## config.mk

```make
export PLATFORM = sky130hd
export DESIGN_NAME = instr_len_dec
export DESIGN_NICKNAME = d
export VERILOG_FILES = /design/src/rtl/ild_pkg.sv /design/src/rtl/ild_len_decode.sv /design/src/rtl/ild_parcel_buf.sv /design/src/rtl/ild_align.sv /design/src/rtl/instr_len_dec.sv
export SDC_FILE = /design/constraint.sdc
export NUM_CORES = 1
export LEC_CHECK = 0
export BUFFER_PORTS_ARGS = -buffer_cell sky130_fd_sc_hd__buf_4
export CORE_UTILIZATION = 50
export CTS_CLUSTER_SIZE = 30
export DETAILED_ROUTE_END_ITERATION = 12
export PLACE_DENSITY = 0.7
export SLEW_MARGIN = 20
export SYNTH_ARGS = -nofsm -noshare
export SYNTH_HDL_FRONTEND = slang
export SYNTH_HIERARCHICAL = 1
export SYNTH_SLANG_ARGS = --single-unit
```

## constraint.sdc

```tcl
create_clock -name clk_i -period 6.4 [get_ports clk_i]
set_input_delay 1.28 -clock clk_i [delete_from_list [all_inputs] [get_ports clk_i]]
set_output_delay 1.28 -clock clk_i [all_outputs]
set_load 0.005 [all_outputs]
```

## src/rtl/ild_pkg.sv

```systemverilog
package ild_pkg;
  localparam int PARCEL_W  = 16;
  localparam int INSTR_W   = 64;
  localparam int MAX_PARC  = INSTR_W / PARCEL_W;
  localparam int MAJ_W     = 5;

  localparam logic [MAJ_W-1:0] MAJ_COMPACT_MIN = 5'b01000;
  localparam logic [MAJ_W-1:0] MAJ_HREG        = 5'b01110;
  localparam logic [MAJ_W-1:0] MAJ_BREG_MIN    = 5'd2;
  localparam logic [MAJ_W-1:0] MAJ_LOAD        = 5'd2;
  localparam logic [MAJ_W-1:0] MAJ_STORE       = 5'd3;
  localparam logic [MAJ_W-1:0] MAJ_GENOP_MIN   = 5'd4;
  localparam logic [5:0]       REG_LIMM        = 6'd62;
  localparam logic [4:0]       HREG_LIMM       = 5'd30;

  typedef enum logic [1:0] {
    LEN16 = 2'd0,
    LEN32 = 2'd1,
    LEN48 = 2'd2,
    LEN64 = 2'd3
  } len_e;
endpackage

```

## src/rtl/ild_len_decode.sv

```systemverilog
module ild_len_decode
  import ild_pkg::*;
(
  input  logic [PARCEL_W-1:0] p0_i,
  input  logic [PARCEL_W-1:0] p1_i,
  output len_e                len_o
);
  logic [MAJ_W-1:0] major;
  logic [4:0]       h_fld;
  logic [5:0]       b_fld;
  logic [5:0]       c_fld;
  logic [1:0]       fmt;
  logic             b_limm, c_is_reg, c_limm;
  logic             unused_bits;

  assign major = p0_i[15:11];
  assign h_fld = {p0_i[1:0], p0_i[7:5]};
  // 32-bit word W = {p0, p1}: W[26:24]=p0[10:8], W[14:12]=p1[14:12]
  assign b_fld = {p1_i[14:12], p0_i[10:8]};
  assign c_fld = p1_i[11:6];
  assign fmt   = p0_i[7:6];

  assign b_limm   = (major >= MAJ_BREG_MIN) && (b_fld == REG_LIMM);
  assign c_is_reg = (major == MAJ_STORE) ||
                    ((major >= MAJ_GENOP_MIN) && (fmt != 2'b01) && (fmt != 2'b10));
  assign c_limm   = c_is_reg && (c_fld == REG_LIMM);

  always_comb begin
    if (major >= MAJ_COMPACT_MIN) begin
      len_o = ((major == MAJ_HREG) && (h_fld == HREG_LIMM)) ? LEN48 : LEN16;
    end else begin
      len_o = (b_limm || c_limm) ? LEN64 : LEN32;
    end
  end

  assign unused_bits = ^{p1_i[15], p1_i[5:0], p0_i[4:2], (major == MAJ_LOAD)};
endmodule

```

## src/rtl/ild_parcel_buf.sv

```systemverilog
module ild_parcel_buf
  import ild_pkg::*;
#(
  parameter int DEPTH = 4,
  localparam int CNT_W = $clog2(DEPTH + 1),
  localparam int IDX_W = (DEPTH > 1) ? $clog2(DEPTH) : 1
) (
  input  logic                              clk_i,
  input  logic                              rst_ni,
  input  logic                              flush_i,
  input  logic                              enq_i,
  input  logic [PARCEL_W-1:0]               enq_data_i,
  input  logic                              deq_i,
  input  logic [CNT_W-1:0]                  deq_n_i,
  output logic [MAX_PARC-1:0][PARCEL_W-1:0] head_o,
  output logic [CNT_W-1:0]                  cnt_o,
  output logic                              full_o
);
  logic [PARCEL_W-1:0] q_q [DEPTH];
  logic [PARCEL_W-1:0] q_d [DEPTH];
  logic [CNT_W-1:0]    cnt_q, cnt_d;

  always_comb begin
    int sh, rem, src;
    sh  = deq_i ? int'(deq_n_i) : 0;
    rem = int'(cnt_q) - sh;
    for (int i = 0; i < DEPTH; i++) begin
      src    = i + sh;
      q_d[i] = (src < DEPTH) ? q_q[src[IDX_W-1:0]] : '0;
      if (enq_i && (i == rem)) q_d[i] = enq_data_i;
    end
    cnt_d = CNT_W'(rem + (enq_i ? 1 : 0));
    if (flush_i) cnt_d = '0;
  end

  always_ff @(posedge clk_i or negedge rst_ni) begin
    if (!rst_ni) begin
      cnt_q <= '0;
      for (int i = 0; i < DEPTH; i++) q_q[i] <= '0;
    end else begin
      cnt_q <= cnt_d;
      for (int i = 0; i < DEPTH; i++) q_q[i] <= q_d[i];
    end
  end

  for (genvar k = 0; k < MAX_PARC; k++) begin : g_head
    assign head_o[k] = q_q[k];
  end

  assign cnt_o  = cnt_q;
  assign full_o = (cnt_q == CNT_W'(DEPTH));

  a_r10_no_overflow: assert property (@(posedge clk_i) disable iff (!rst_ni)
    int'(cnt_q) <= DEPTH);
  a_r10_no_write_full: assert property (@(posedge clk_i) disable iff (!rst_ni)
    full_o |-> !enq_i);
  a_r7_no_underflow: assert property (@(posedge clk_i) disable iff (!rst_ni)
    deq_i |-> (deq_n_i <= cnt_q));
endmodule

```

## src/rtl/ild_align.sv

```systemverilog
module ild_align
  import ild_pkg::*;
(
  input  logic [MAX_PARC-1:0][PARCEL_W-1:0] head_i,
  input  len_e                              len_i,
  output logic [INSTR_W-1:0]                instr_o
);
  for (genvar k = 0; k < MAX_PARC; k++) begin : g_slot
    assign instr_o[INSTR_W-1-k*PARCEL_W -: PARCEL_W] =
      (k <= int'(len_i)) ? head_i[k] : '0;
  end
endmodule

```

## src/rtl/instr_len_dec.sv

```systemverilog
module instr_len_dec
  import ild_pkg::*;
#(
  parameter int DEPTH = 4,
  localparam int CNT_W = $clog2(DEPTH + 1)
) (
  input  logic                clk_i,
  input  logic                rst_ni,
  input  logic                flush_i,
  input  logic                in_valid_i,
  output logic                in_ready_o,
  input  logic [PARCEL_W-1:0] in_parcel_i,
  output logic                out_valid_o,
  input  logic                out_ready_i,
  output logic [INSTR_W-1:0]  out_instr_o,
  output logic [1:0]          out_len_o
);
  logic [MAX_PARC-1:0][PARCEL_W-1:0] head;
  logic [CNT_W-1:0] cnt, need_n;
  logic             full, enq, deq;
  len_e             len;

  ild_parcel_buf #(.DEPTH(DEPTH)) i_buf (
    .clk_i      (clk_i),
    .rst_ni     (rst_ni),
    .flush_i    (flush_i),
    .enq_i      (enq),
    .enq_data_i (in_parcel_i),
    .deq_i      (deq),
    .deq_n_i    (need_n),
    .head_o     (head),
    .cnt_o      (cnt),
    .full_o     (full)
  );

  ild_len_decode i_dec (
    .p0_i  (head[0]),
    .p1_i  (head[1]),
    .len_o (len)
  );

  ild_align i_align (
    .head_i  (head),
    .len_i   (len),
    .instr_o (out_instr_o)
  );

  // a 32-bit major with one parcel decodes to >= 2 parcels, so no early valid
  assign need_n      = CNT_W'(int'(len) + 1);
  assign out_valid_o = !flush_i && (cnt >= need_n);
  assign out_len_o   = len;
  assign in_ready_o  = !flush_i && !full;
  assign enq         = in_valid_i && in_ready_o;
  assign deq         = out_valid_o && out_ready_i;

  a_r8_hold: assert property (@(posedge clk_i) disable iff (!rst_ni)
    (out_valid_o && !out_ready_i && !flush_i) |=>
      (flush_i || (out_valid_o && $stable(out_instr_o) && $stable(out_len_o))));
  a_r9_flush_empty: assert property (@(posedge clk_i) disable iff (!rst_ni)
    flush_i |=> !out_valid_o);
  a_r2_low_zero: assert property (@(posedge clk_i) disable iff (!rst_ni)
    (out_valid_o && out_len_o == LEN16) |-> (out_instr_o[47:0] == '0));
  a_r6_tail_zero: assert property (@(posedge clk_i) disable iff (!rst_ni)
    (out_valid_o && out_len_o == LEN48) |-> (out_instr_o[15:0] == '0));
  a_r3_tail_zero: assert property (@(posedge clk_i) disable iff (!rst_ni)
    (out_valid_o && out_len_o == LEN32) |-> (out_instr_o[31:0] == '0));
endmodule

```

-- After elaboration in Yosys (flattened, before gate mapping)
Index checks and enable logic that the tools add are counted.
- word-level logic and storage cells: 88
- register bits after elaboration: 67
- output and inout port bits: 68
- bits of input ports: 21
- bitwise gates (word level): 4
- mux-type cells: 29
- eq/ne operators: 11
- magnitude comparators: 15
- reduce and logical (&&, ||, !) cells: 18
- $add $sub $neg: 6
- operators by type and width (kind ; count):
    $mux W16 ; 19
    $bmux W16 S2 ; 4
    $lt A32 B4 Y1 const B ; 4
    $add A3 B32 Y32 const A ; 2
    $eq A3 B32 Y1 const A ; 2
    $add A2 B32 Y32 const A ; 1
    $eq A2 B32 Y1 const A ; 1
    $logic_not A32 Y1 ; 1
    $logic_and A1 B1 Y1 ; 13
    $eq A6 B6 Y1 const B ; 2
    $ge A3 B3 Y1 const B ; 4
    $not A2 Y3 ; 4
    $mux W2 ; 3
    $mux W3 ; 2
    $eq A5 B2 Y1 const B ; 1
    $eq A5 B4 Y1 const B ; 1
    $eq A5 B5 Y1 const B ; 1
    $ge A5 B2 Y1 const B ; 1
    $ge A5 B3 Y1 const B ; 1
    $ge A5 B4 Y1 const B ; 1
    $le A2 B2 Y1 const A ; 2
    $sub A3 B3 Y4 ; 1
    $add A2 B1 Y3 const B ; 1
    $add A3 B3 Y3 ; 1
    8 further kinds ; 10

-- Longest topological paths before layout
Gate-level depths: netlist of run 1.
- depth in word-level cells: 20
- depth in mapped cells: 24
- depth with buffers taken out: 18

-- By module
The synthesis of run 1 kept the hierarchy.
- by module, submodules not included (module ; times used ; cells each ; sequential area each (um^2) ; area each (um^2)):
    ild_parcel_buf ; 1 ; 337 ; 1676.6 ; 4266.6
    ild_align ; 1 ; 72 ; 0.0 ; 503.0
    instr_len_dec ; 1 ; 15 ; 0.0 ; 106.4
    ild_len_decode ; 1 ; 13 ; 0.0 ; 100.1

-- Worst setup path before layout of run 1
OpenSTA, ideal clock, no wires.
- path kind: reg-to-reg
- start: register i_buf.q_q (netlist bit i_buf/head_o[15])
- end: register i_buf.q_q (netlist bit i_buf/head_o[34])
- stages on the path, launching flop included: 24
- setup slack: 1.165 ns
- arrival: 5.110 ns
- data required time: 6.275 ns
- clock period less this slack: 5.235 ns
- library setup time: 0.125 ns
- path buffers: 6
- cell sequence: dfrtp_1 nor2_1 o21ai_0 o21ai_1 ha_1 inv_1 ha_1 a21o_1 a31oi_1 nor3b_1 and2_1 buf_6 buf_12 buf_6 ha_1 inv_1 fa_1 xnor2_1 and3_1 clkbuf_1 o211a_1 buf_2 buf_6 mux2_2
- RTL lines (element ; line ; source):
    start, declared ; ild_parcel_buf.sv:19 ; logic [PARCEL_W-1:0] q_q [DEPTH];

==> flow_summary_export.csv, run 1 <==
group,metric,value,unit
status,status,"complete, no violations",
sta,drv_slew,0,
yosys,synth_cells,437,
critical_path,crit_top_cell,"ha_1",
clock_tree,cts_setup_buffers,0,
critical_path,critPathLaunchType,"flop",
yosys,synthSimpleGateAreaFrac,0.119,
global_routing,gr-total-overflow,0,
finish,syn_to_final_growth,15.3,%
global_routing,antenna_found_initial,0,
critical_path,critical_path_arrival,6.16,ns
yosys,synth_edf_count,0,
yosys,yosysWarnings,6,
power_and_ir_drop,leakage,3.10,nW
placement,gp_routability_congestion,0.801,
global_routing,grt_pass1_wl,20600,µm
sta,fin_crit_sh,0.927,
yosys,synth_compound_area_frac,0.0664,
yosys,synth.net_count,470,
global_routing,grt_pass1_vias,3873,
yosys,synth_seq_cells,67,
sta,slew_headroom,0.396,
yosys,synth_top_family_by_area,"multiplexers",
clock_tree,tritoncts,"built",
yosys,synth_area,4980,µm²
yosys,synth_area_per_cell,11.4,µm²
worst_hold_path,hold_path_class,"flop to flop",
sta,rsz0062_at_grt,"no",
drt,dr_total_vias,3793,
drt,drt_pass1_iterations,4,
critical_path,cp_max_fo,17,
sta,worst_slew_pin_slew,0.906,ns
yosys,synth_xor_area_frac,0.00528,
floorplan,die-height,102,µm
critical_path,slowest_stage,"o211a_1",
yosys,synthAdderAreaFrac,0.0317,
critical_path,crit_type,"flop to flop",
run,drv_cap,0,
clock_tree,cts_buffer_depth,2,
yosys,synthFlopType,"dfrtp_1",
sta,setup_viol,0,
floorplan,start_util,0.511,
drt,vias_per_cell,5.97,
yosys,synth_mux_area_frac,0.351,
global_routing,grt_usage,0.264,
clock_tree,clock-sinks,67,
sta,min_period,5.93,ns
yosys,yosysSeqAreaShare,0.337,
sta,fin_worst_skew,0.00950,ns
clock_tree,cts_hold_buf,0,
power_and_ir_drop,power.density,459,nW/µm²
critical_path,cp_slowest_stage_delay,0.76,ns
drt,routedWlPerCell,20.3,µm
drt,drt_iter0_markers,162,
yosys,async_flop_share,1.00,
critical_path,end_kind,"flop",
yosys,yosysUniqueCellTypes,45,
clock_tree,clock_latency,0.35,ns
placement,io_buffers,88,
clock_tree,clk_pin_slew,0.08,ns
drt,wirelength,12900,µm
floorplan,die_w,102,µm
floorplan,num_rows,36,
sta,final_hold_viol_count,0,
placement,hpwlAfterDp,8570,µm
placement,place_area,5530,µm²
critical_path,crit_chain,"xnor2_1, mux2_4, a21oi_2, o21ai_4, ha_1, inv_1, ha_1, a31oi_1, nor3b_1, and2_2, ha_1, inv_1, fa_1, xnor2_1, and3_1, o211a_1, mux2_2",
finish,drive_gt1_frac,0.367,
sta,fin_tns_setup,0,ns
finish,diodes,0,
drt,drcViolationCount,0,
finish,fin_nets,530,
drt,detail-route-antenna-nets,0,
floorplan,core,9730,µm²
power_and_ir_drop,vdd_drop_max,0.180,mV
sta,fmax,169,MHz
global_routing,grt_max_degree,68,
floorplan,io_pins,89,
clock_tree,cts_resized,0,
clock_tree,root_buffer,"clkbuf_8",
clock_tree,numCtsBuffers,9,
finish,fill_cells,837,
floorplan,die-area,10400,µm²
finish,final_area,5740,µm²
critical_path,crit_required,6.62,ns
clock_tree,ctsHtreeMaxLevel,3,
## logic make-up after synthesis
family / after synthesis
AOI/OAI and AO/OA: 46
muxes: 129
DFF: 67
buffers and inverters: 72
xor gates and xnor gates: 3
and+or+nand+nor: 108
adders and majority gates: 12
## synthesized netlist by cell type (3+ instances only)
library cell	n	area share
buf_6	8	0.018
ha_1	11	0.028
nand4_1	3	0.0038
mux2i_1	64	0.13
nand2b_1	18	0.023
mux4_2	31	0.14
buf_4	20	0.030
nor2_1	22	0.017
o22ai_1	16	0.020
and3_1	18	0.023
mux2_2	31	0.070
nor2b_1	3	0.0038
clkbuf_1	7	0.0053
o21a_1	17	0.026
dfrtp_1	67	0.34
and2_1	18	0.023
nor3b_1	4	0.0060
inv_1	24	0.018
nand2_1	18	0.014
buf_2	8	0.0080
## layer usage
layer,GRT usage,wire (µm),vias to the layer above
met2,0.437,6480,153
met5,0,0,-
met4,0.114,291,0
met3,0.0373,628,25
met1,0.348,5500,1922
li1,-,-,1693
## where the power goes
| part | total (W) | leakage [nW] | internal (W) | switching [W] |
|---|---|---|---|---|
| registers | 0.000833 | 0.877 | 0.000606 | 0.000226 |
| clock network | 0.000371 | 0.104 | 0.000193 | 0.000178 |
| logic | 0.00143 | 2.12 | 0.000763 | 0.000669 |
## final cells by class
type	instances	area [µm²]	share of cell area
Clock buffer	11	141	0.0246
Tap cell	133	166	0.0290
Multi-Input combinational cell	298	2870	0.501
Timing Repair Buffer	96	721	0.126
Inverter	25	98.8	0.0172
Sequential cell	67	1680	0.292
Clock inverter	5	61.3	0.0107
## through the flow
stage                util  setup slack (ns)  hold WS (ns)  cells  power [W]
finish              0.590             0.467         0.733    635    0.00264
global route        0.590            0.0338         0.783    635    0.00282
CTS                 0.589             0.441         0.733    635    0.00263
detailed placement  0.568             0.468         0.714    619    0.00224
global placement    0.568             0.740         0.703    619    0.00219
floorplan               -              1.17         0.658    437    0.00189
## critical path, delay by kind of cell (launching register included)
kind / cells / cell delay, ns
buffers and inverters: 2 / 0.12
AND/OR/NAND/NOR: 3 / 1.65
multiplexers: 2 / 0.69
adder cells (fa/ha/maj): 4 / 1.33
AO/OA/AOI/OAI: 4 / 1.15
XOR/XNOR: 2 / 0.40
flip-flops: 1 / 0.45
## placed cells by master (no fill, tap or decap), types with 2 or more instances in the layout
cell / Yosys / layout
nor2b_1: 3 / 3
mux4_2: 31 / 31
inv_1: 24 / 24
clkinv_4: 0 / 2
mux2_2: 31 / 31
xnor2_1: 2 / 2
nand2_1: 18 / 18
nand4_1: 3 / 3
nand2b_1: 18 / 18
mux2i_1: 64 / 64
mux2_4: 2 / 2
nor2_1: 22 / 21
nor3b_1: 4 / 4
clkbuf_8: 0 / 10
o21a_1: 17 / 16
and3_1: 18 / 18
a21oi_1: 2 / 2
ha_1: 11 / 11
dfrtp_1: 67 / 67
o22ai_1: 16 / 16
and2_1: 18 / 17
o21ai_4: 0 / 2
buf_4: 20 / 96
inv_6: 1 / 2
## state kept, by name, summed over array words and instances (netlist names)
name and flops:
i_buf/cnt_o 3, i_buf/head_o 64
## worst paths after layout
| kind | start | endpoint | slack (ns) | cells after the start |
|---|---|---|---|---|
| max in group asynchronous | rst_ni | i_buf/head_o[0] | 4.78 | 1 |
| worst max register to register | i_buf/head_o[6] | i_buf/head_o[33] | 0.47 | 17 |
| min in group asynchronous | rst_ni | i_buf/head_o[57] | 1.05 | 1 |
| worst min register to register | i_buf/head_o[40] | i_buf/head_o[40] | 0.73 | 3 |
| worst min-delay path | i_buf/head_o[40] | i_buf/head_o[40] | 0.73 | 3 |
| worst max-delay path | i_buf/head_o[6] | i_buf/head_o[33] | 0.47 | 17 |
Power figures use the tool's default switching activity.
==> run 2, diff against run 1 <==
--- a/config.mk
+++ b/config.mk
@@ -9,6 +9,7 @@
 export CORE_UTILIZATION = 50
 export CTS_CLUSTER_SIZE = 30
 export DETAILED_ROUTE_END_ITERATION = 12
+export MAX_ROUTING_LAYER = met4
 export PLACE_DENSITY = 0.7
 export SLEW_MARGIN = 20
 export SYNTH_ARGS = -nofsm -noshare
==> run 2 against run 1 <==
Compared with the run above:
- hold slack barely moved
- first-iteration DRC count is 2.5% higher
- final cell count is the same
- clock power hardly changed
- die area stayed put
- register-to-register slack hardly changed
- critical path depth grew 1
- design area stayed put
- highest routed layer unchanged
==> flow_summary_export.csv, run 2 (synthesized netlist as in run 1, its figures left out) <==
group,metric,value,unit
status,status,"complete, no violations",
sta,fin_worst_skew,0.0101,ns
floorplan,core,9730,µm²
floorplan,die_w,102,µm
drt,detail-route-antenna-nets,0,
drt,vias_per_cell,5.92,
clock_tree,cts_buffer_depth,2,
finish,final_cell_mix,"buf_4 (96), dfrtp_1 (67), mux2i_1 (64)",
clock_tree,clk_pin_slew,0.07,ns
critical_path,cp_top_family,"simple AND/OR/NAND/NOR gates",
finish,multi_input_area,2870,µm²
clock_tree,cts_hold_buf,0,
sta,fmax,169,MHz
drt,drt_pass1_iterations,4,
sta,fin_crit_sh,0.927,
global_routing,grt_usage,0.273,
floorplan,io_pins,89,
floorplan,start_util,0.511,
placement,dp_cells,619,
clock_tree,clock-sinks,67,
sta,worst_slew_pin_slew,0.901,ns
sta,slew_headroom,0.400,
sta,min_period,5.93,ns
critical_path,cp_max_fo,17,
power_and_ir_drop,leakage,3.10,nW
sta,final_hold_viol_count,0,
sta,rsz0062_at_grt,"no",
power_and_ir_drop,vdd_drop_max,0.179,mV
clock_tree,numCtsBuffers,9,
placement,gp_routability_congestion,0.813,
clock_tree,ctsHtreeMaxLevel,3,
sta,fin_tns_setup,0,ns
finish,largest_register_ffs,64,
critical_path,critPathLaunchType,"flop",
drt,routedWlPerCell,20.2,µm
clock_tree,cts_setup_buffers,0,
worst_hold_path,hold_path_class,"flop to flop",
critical_path,crit_type,"flop to flop",
critical_path,worst-path-buf-inv,2,
finish,layout.cells.non_filler,635,
critical_path,critical_path_arrival,6.15,ns
placement,io_buffers,88,
critical_path,crit_chain,"nand4_1, nor3b_1, a21oi_2, o21ai_4, ha_1, inv_1, ha_1, a21o_1, a31oi_1, nor3b_1, and2_2, ha_1, inv_1, fa_1, xnor2_1, and3_1, o211a_1, mux2_2",
critical_path,slowest_stage,"o211a_1",
sta,drv_slew,0,
finish,fill_cells,837,
critical_path,cp_slowest_stage_delay,0.75,ns
run,drv_cap,0,
global_routing,gr-total-overflow,0,
floorplan,num_rows,36,
global_routing,grt_pass1_wl,20600,µm
finish,final_core_util,0.590,
finish,final_common_cell,"buf_4",
placement,hpwlAfterDp,8570,µm
floorplan,die-area,10400,µm²
global_routing,antenna_found_initial,0,
drt,dr_total_vias,3757,
critical_path,crit_top_cell,"ha_1",
sta,setup_viol,0,
critical_path,crit_required,6.62,ns
power_and_ir_drop,power.density,459,nW/µm²
finish,diodes,0,
clock_tree,clock_latency,0.35,ns
global_routing,grt_pass1_vias,3875,
global_routing,grt_max_degree,68,
drt,drt_iter0_markers,166,
drt,drcViolationCount,0,
finish,drive_gt1_frac,0.367,
critical_path,end_kind,"flop",
finish,syn_to_final_growth,15.3,%
clock_tree,root_buffer,"clkbuf_8",
drt,wirelength,12800,µm
finish,regArea,1680,µm²
clock_tree,cts_resized,0,
clock_tree,tritoncts,"built",
floorplan,die-height,102,µm
finish,fin_nets,530,
[run 2: cell counts in the layout (fill, tap and decap cells not counted)]
Identical to the previous run, type by type.
[run 2: final cells by class]
class	count	area share
well taps	133	0.0290
flip-flops and latches	67	0.292
clock buffers	11	0.0246
inverters	25	0.0172
multi-input cells	298	0.501
clock inverters	5	0.0107
repair buffers	96	0.126
[run 2: path summary, 6_finish.rpt]
kind | from | endpoint | slack (ns) | cells after the start
max in group asynchronous | rst_ni | i_buf/head_o[60] | 4.77 | 1
min | i_buf/head_o[40] | i_buf/head_o[40] | 0.73 | 3
min in group asynchronous | rst_ni | i_buf/head_o[57] | 1.05 | 1
min reg2reg | i_buf/head_o[40] | i_buf/head_o[40] | 0.73 | 3
max reg2reg | i_buf/head_o[26] | i_buf/head_o[41] | 0.47 | 18
max | i_buf/head_o[26] | i_buf/head_o[41] | 0.47 | 18
[run 2: report_power, final]
| group | switching, W | total [W] | leakage (nW) | internal [W] |
|---|---|---|---|---|
| sequential | 0.000225 | 0.000831 | 0.877 | 0.000606 |
| clock | 0.000176 | 0.000369 | 0.104 | 0.000193 |
| combinational | 0.000668 | 0.00143 | 2.12 | 0.000763 |
[run 2: worst min-delay path: cells and delay by family, from the launching register on]
family           cells  cell delay, ns
flip-flops           1            0.38
multiplexers         2            0.24
AND/OR/NAND/NOR      1            0.08
[run 2: per-stage QoR]
step | hold slack (ns) | instance area, µm² | power (W) | setup WS [ns]
finish | 0.733 | 5740 | 0.00263 | 0.470
global route | 0.783 | 5740 | 0.00282 | 0.0338
CTS | 0.733 | 5730 | 0.00263 | 0.441
detailed placement | 0.714 | 5530 | 0.00224 | 0.468
global placement | 0.703 | 5530 | 0.00219 | 0.740
floorplan | 0.658 | 4980 | 0.00189 | 1.17
[run 2: layer usage]
layer,share of wire,GRT usage,vias up
met1,0.42,0.351,1901
met2,0.50,0.436,148
met4,0.021,0.114,0
li1,-,-,1687
met3,0.054,0.0366,21
met5,0,-,-
